[src/rtl/rws_pkg.sv]
package rws_pkg;
  typedef enum logic {
    ST_IDLE = 1'b0,
    ST_EMIT = 1'b1
  } walk_state_t;
endpackage

[src/rtl/rws_axis_step.sv]
module rws_axis_step #(
  parameter int UT = 4,
  parameter int CW = 12
) (
  input  logic [CW-1:0] pos,
  input  logic [CW-1:0] stop,
  output logic [CW-1:0] in_sub,
  output logic [CW-1:0] size,
  output logic [CW-1:0] nxt,
  output logic [CW-1:0] utile,
  output logic          last
);
  localparam int SUB   = 4 * UT;
  localparam int UT_LG = $clog2(UT);

  logic [CW-1:0] left;
  logic [CW-1:0] room;
  logic [CW-1:0] ushift;

  always_comb begin
    in_sub = pos & CW'(SUB - 1);
    left   = stop - pos;
    room   = CW'(SUB) - in_sub;
    size   = (left < room) ? left : room;
    nxt    = pos + size;
    last   = (nxt >= stop);
    ushift = pos >> UT_LG;
    utile  = ushift & ~CW'(3);
  end
endmodule

[src/rtl/rws_lin_track.sv]
module rws_lin_track #(
  parameter int OW = 24
) (
  input  logic          clk,
  input  logic          rst,
  input  logic          clear,
  input  logic          step_col,
  input  logic          step_row,
  input  logic [OW-1:0] col_bytes,
  input  logic [OW-1:0] row_bytes,
  output logic [OW-1:0] offset
);
  logic [OW-1:0] row_base;
  logic [OW-1:0] col_off;

  always_ff @(posedge clk) begin
    if (rst || clear) begin
      row_base <= '0;
      col_off  <= '0;
    end else if (step_row) begin
      row_base <= row_base + row_bytes;
      col_off  <= '0;
    end else if (step_col) begin
      col_off <= col_off + col_bytes;
    end
  end

  assign offset = row_base + col_off;
endmodule

[src/rtl/region_walk_seq.sv]
module region_walk_seq #(
  parameter int UTW = 4,
  parameter int UTH = 4,
  parameter int BPP = 4,
  parameter int CW  = 12,
  parameter int OW  = 24
) (
  input  logic          clk,
  input  logic          rst,
  input  logic          start,
  input  logic          dir,
  input  logic [CW-1:0] reg_x,
  input  logic [CW-1:0] reg_y,
  input  logic [CW-1:0] reg_w,
  input  logic [CW-1:0] reg_h,
  input  logic [OW-1:0] lin_stride,
  output logic          busy,
  output logic          done,
  output logic          align_err,
  output logic          piece_valid,
  input  logic          piece_ready,
  output logic          piece_dir,
  output logic [CW-1:0] piece_sx,
  output logic [CW-1:0] piece_sy,
  output logic [CW-1:0] piece_w,
  output logic [CW-1:0] piece_h,
  output logic [OW-1:0] piece_lin_off,
  output logic [CW-1:0] piece_utx,
  output logic [CW-1:0] piece_uty
);
  import rws_pkg::*;

  walk_state_t   st;
  logic [CW-1:0] x0, x_end, y_end, cur_x, cur_y;
  logic [OW-1:0] stride_q;
  logic          dir_q;

  logic [CW-1:0] x_nxt, y_nxt;
  logic          x_last, y_last;
  logic          misaligned, empty, take, fire;

  rws_axis_step #(.UT(UTW), .CW(CW)) i_xstep (
    .pos(cur_x), .stop(x_end), .in_sub(piece_sx), .size(piece_w),
    .nxt(x_nxt), .utile(piece_utx), .last(x_last)
  );

  rws_axis_step #(.UT(UTH), .CW(CW)) i_ystep (
    .pos(cur_y), .stop(y_end), .in_sub(piece_sy), .size(piece_h),
    .nxt(y_nxt), .utile(piece_uty), .last(y_last)
  );

  always_comb begin
    misaligned = ((reg_x & CW'(UTW - 1)) != '0) || ((reg_w & CW'(UTW - 1)) != '0)
              || ((reg_y & CW'(UTH - 1)) != '0) || ((reg_h & CW'(UTH - 1)) != '0);
    empty      = (reg_w == '0) || (reg_h == '0);
    take       = (st == ST_IDLE) && start;
    fire       = (st == ST_EMIT) && piece_ready;
  end

  rws_lin_track #(.OW(OW)) i_lin (
    .clk(clk), .rst(rst), .clear(take),
    .step_col(fire && !x_last),
    .step_row(fire && x_last && !y_last),
    .col_bytes(OW'(piece_w) * OW'(BPP)),
    .row_bytes(stride_q * OW'(piece_h)),
    .offset(piece_lin_off)
  );

  always_ff @(posedge clk) begin
    if (rst) begin
      st        <= ST_IDLE;
      done      <= 1'b0;
      align_err <= 1'b0;
      x0        <= '0;
      x_end     <= '0;
      y_end     <= '0;
      cur_x     <= '0;
      cur_y     <= '0;
      stride_q  <= '0;
      dir_q     <= 1'b0;
    end else begin
      done      <= 1'b0;
      align_err <= 1'b0;
      case (st)
        ST_IDLE: if (start) begin
          x0       <= reg_x;
          cur_x    <= reg_x;
          cur_y    <= reg_y;
          x_end    <= reg_x + reg_w;
          y_end    <= reg_y + reg_h;
          stride_q <= lin_stride;
          dir_q    <= dir;
          if (misaligned)  align_err <= 1'b1;
          else if (empty)  done      <= 1'b1;
          else             st        <= ST_EMIT;
        end
        ST_EMIT: if (piece_ready) begin
          if (!x_last) begin
            cur_x <= x_nxt;
          end else if (!y_last) begin
            cur_x <= x0;
            cur_y <= y_nxt;
          end else begin
            st   <= ST_IDLE;
            done <= 1'b1;
          end
        end
        default: st <= ST_IDLE;
      endcase
    end
  end

  assign busy        = (st != ST_IDLE);
  assign piece_valid = (st == ST_EMIT);
  assign piece_dir   = dir_q;
endmodule

[config.mk]
export PLATFORM = sky130hd
export DESIGN_NAME = region_walk_seq
export DESIGN_NICKNAME = d
export VERILOG_FILES = /design/src/rtl/rws_pkg.sv /design/src/rtl/rws_axis_step.sv /design/src/rtl/rws_lin_track.sv /design/src/rtl/region_walk_seq.sv
export SDC_FILE = /design/constraint.sdc
export NUM_CORES = 1
export LEC_CHECK = 0
export ABC_AREA = 1
export BUFFER_PORTS_ARGS = -buffer_cell sky130_fd_sc_hd__buf_2
export CAP_MARGIN = 20
export CORE_MARGIN = 3
export CORE_UTILIZATION = 56
export CTS_CLUSTER_SIZE = 28
export DETAILED_ROUTE_END_ITERATION = 6
export PLACE_DENSITY = 0.8
export REMOVE_ABC_BUFFERS = 1
export SETUP_SLACK_MARGIN = 0.3
export SLEW_MARGIN = 15
export SYNTH_ARGS = -nofsm -noshare
export SYNTH_HDL_FRONTEND = slang
export SYNTH_SLANG_ARGS = --single-unit
[constraint.sdc]
create_clock -name clk -period 6.8 [get_ports clk]
set_input_delay 0.68 -clock clk [delete_from_list [all_inputs] [get_ports clk]]
set_output_delay 0.68 -clock clk [all_outputs]
set_load 0.01 [all_outputs]
==> flow_metrics.tcl <==
set metrics [dict create \
    initial_utilization 0.576 \
    cell_internal_pwr_uw 4540 \
    crit_path_top_delay_cell "fa_1" \
    fin_hold_ws_ns 0.448 \
    regArea_um2 2700 \
    setup_ws_ns -0.488 \
    hp-class "input port to flop" \
    fp.dieW_um 179 \
    hold_start "lin_stride[17]" \
    ios 178 \
    overflow 0 \
    viasPerCell 5.40 \
    clkTransAtPathRegs_ns 0.06 \
    multi_input_area_um2 13600 \
    endpoint_kind "flop" \
    power_frac_comb 0.780 \
    drt-initial-drc-count 1330 \
    cts_made_buffers 17 \
    p_leak_uw 0.0111 \
    dieArea_um2 31900 \
    finalWirelength_um 52900 \
    fillers 1936 \
    worst-path-max-fanout 7 \
    grt_pass1_vias 16500 \
    netlist.area_leader.share 0.225 \
    postRouteAntennaNets 0 \
    hold_viol 0 \
    r2r_start "y_end[0]$_SDFFE_PP0P_" \
    clkLatencyLatePin_ns 0.45 \
    r2r_setup_slack_ns -0.49 \
    cts_hold_buf 0 \
    yosysUniqueCellTypes 51 \
    min_period_over_period 1.07 \
    io_buffers 139 \
    slew-limit-headroom 0.405 \
    syn2layout_area_growth_pct 30.1 \
    die_height_um 179 \
    max_stage_delay_ns 0.50 \
    min_path_cells 3 \
    synth_largest_area_cell "fa_1" \
    dp_hpwl_um 36300 \
    status "finished with violations" \
    core_area_um2 29000 \
    setup_viol 11 \
    period_minus_slack_ns 7.29 \
    critPathKind "flop to flop" \
    fin_worst_skew_ns 0.0147 \
    timing.rr.end "i_lin.row_base[22]$_SDFFE_PP0P_" \
    avgSynthCellArea_um2 7.60 \
    design_area_um2 21700 \
    drive_above_1_share 0.250 \
    dpl.cell_count 2936 \
    clockBufferDepth 2 \
    final_nets 3097 \
    seq_power_share 0.102 \
    via_count 16500 \
    crit_path_start_kind "flop" \
    pwr_density_cell_nw_per_um2 385 \
    clock.fmax_mhz 137 \
    async_flop_share 0 \
    sw_frac_of_total 0.457 \
    required_ns 7.17 \
    yosysWarnings 0 \
    violations "negative setup slack" \
    cts_sinks 134 \
    dpl-instance-area_um2 19100 \
    maxCapViolCount 0 \
    rsz0062_at_grt "true" \
    h-tree-depth 4 \
    synth_edf_count 0 \
    drc 0 \
    min_to "stride_q[17]$_SDFFE_PP0P_" \
    finish.utilization 0.749 \
    globalRouteTotalUtil 0.314 \
    p_switching_uw 3830 \
    p_clk_frac 0.117 \
    tightest_slew_ns 0.891 \
    ys_ff_latch 134 \
    first_pass_iters 7 \
    synthFlopType "dfxtp_1" \
    grt_pass1_wl_um 79500 \
    grt_antenna_before_repair 4 \
    grt_max_degree 40 \
    wl_per_cell_um 17.4 \
    cts_tree "built" \
    fin_setup_tns_ns -3.16 \
    seq_area_frac_synth 0.161 \
    gp_congestion 0.979 \
    synth.area.top_cells "fa_1, dfxtp_1, ha_1" \
    syn_inst 2198 \
    fin_cells 3050 \
    syn_area_um2 16700 \
    worstRegToRegCells 42 \
    slew_viol_final 0 \
    arrival_ns 7.66 \
    cts_root_buf "clkbuf_16" \
    rows 62 \
    ir_drop_mv 0.491 \
    crit_top_cell "fa_1" \
]
-- worst max path at each step --
| stage | start | end | slack (ns) |
|---|---|---|---|
| 3_3_place_gp | y_end[0]$_SDFFE_PP0P_ | i_lin.row_base[23]$_SDFFE_PP0P_ | -0.73 |
| 2_1_floorplan | cur_y[0]$_SDFFE_PP0P_ | i_lin.row_base[23]$_SDFFE_PP0P_ | -0.70 |
| 3_5_place_dp | y_end[0]$_SDFFE_PP0P_ | i_lin.row_base[23]$_SDFFE_PP0P_ | -1.07 |
| 4_1_cts | y_end[0]$_SDFFE_PP0P_ | i_lin.row_base[23]$_SDFFE_PP0P_ | -0.29 |
| 6_report | y_end[0]$_SDFFE_PP0P_ | i_lin.row_base[22]$_SDFFE_PP0P_ | -0.49 |
| 5_1_grt | y_end[0]$_SDFFE_PP0P_ | i_lin.row_base[23]$_SDFFE_PP0P_ | -0.77 |
-- registers in the layout (all words and copies together), names as in the netlist --
signal          count
x0                 12
i_lin.col_off      22
x_end              12
cur_y              12
y_end              12
busy                1
done                1
cur_x              12
align_err           1
stride_q           24
i_lin.row_base     24
piece_dir           1
-- cells by family (layout without fill, tap and decap cells) --
group           after synthesis  count (layout)  synth area share
simple gates                635             636             0.161
other cells                   2             164          0.000450
compound gates              390             390             0.126
xor+xnor                    103             103            0.0540
fa+ha+maj                   369             369             0.361
flops                       134             134             0.161
buf+inv                     565             870             0.137
-- per-stage QoR --
stage / setup WS, ns / total power (µW)
finish: -0.488 / 8370
global placement: -0.726 / 4740
global route: -0.768 / 8860
detailed placement: -1.07 / 4930
CTS: -0.293 / 7280
floorplan: -0.701 / 3530
-- final cells by class --
cell class / count / share of cell area
multi-input combinational: 1660 / 0.625
sequential: 134 / 0.124
timing repair buffer: 351 / 0.115
inverter: 485 / 0.0855
tap: 384 / 0.0221
clock buffer: 19 / 0.0204
clock inverter: 13 / 0.00668
timing repair inverter: 2 / 0.000691
antenna: 2 / 0.000230
-- routing by layer --
metal,wire (µm),vias up,GRT usage
met2,25800,836,0.538
met3,4530,233,0.0644
met4,2650,4,0.151
li1,-,7607,-
met1,19900,7792,0.376
met5,30,-,0
-- placed cells by master (no fill, tap or decap), drive strengths merged, types with 6 or more instances in the layout --
cell type and n:
nor3 7, xnor2 46, dfxtp 134, o21ai 153, nand3 67, o211ai 8, a31oi 23, inv 485
xor2 57, nor2 149, a21oi 159, fa 188, buf 349, clkbuf 21, nand4 6, nand3b 7
o22ai 22, clkinvlp 9, nand2 383, ha 181, conb 162
-- synthesized netlist by cell type, types with 6 or more instances --
master / count
nor2_1: 142
nor3_1: 7
nand3_1: 62
ha_1: 181
nand3b_1: 7
o21ai_0: 147
xnor2_1: 46
inv_1: 482
dfxtp_1: 134
buf_4: 41
nor2_2: 6
xor2_1: 57
nand2_1: 368
fa_1: 188
o22ai_1: 22
a21oi_1: 158
a31oi_1: 23
o211ai_1: 8
nand4_1: 6
nand2_2: 10
clkbuf_1: 31
o21ai_1: 6
-- power by group through the flow --
stage               Sequential [µW]  Clock [µW]  Combinational (µW)
floorplan                       867           0                2670
global placement                867           0                3880
detailed placement              868           0                4060
CTS                             852         977                5450
global route                    859        1010                6990
finish                          856         983                6530
-- timing repair --
item | CTS | global route
gates cloned | 4 | 2
pin swaps | 90 | 86
resized for setup | 195 | 173
endpoints found under the setup margin | 71 | 72
setup buffers | 39 | 35
-- critical path, delay by kind of cell, from the launching register on --
family / cells / cell delay (ns)
compound gates: 6 / 0.98
buf+inv: 12 / 1.15
xor+xnor: 2 / 0.29
simple gates: 13 / 1.11
fa+ha+maj: 9 / 3.39
flops: 1 / 0.32
Power figures use the tool's default switching activity.
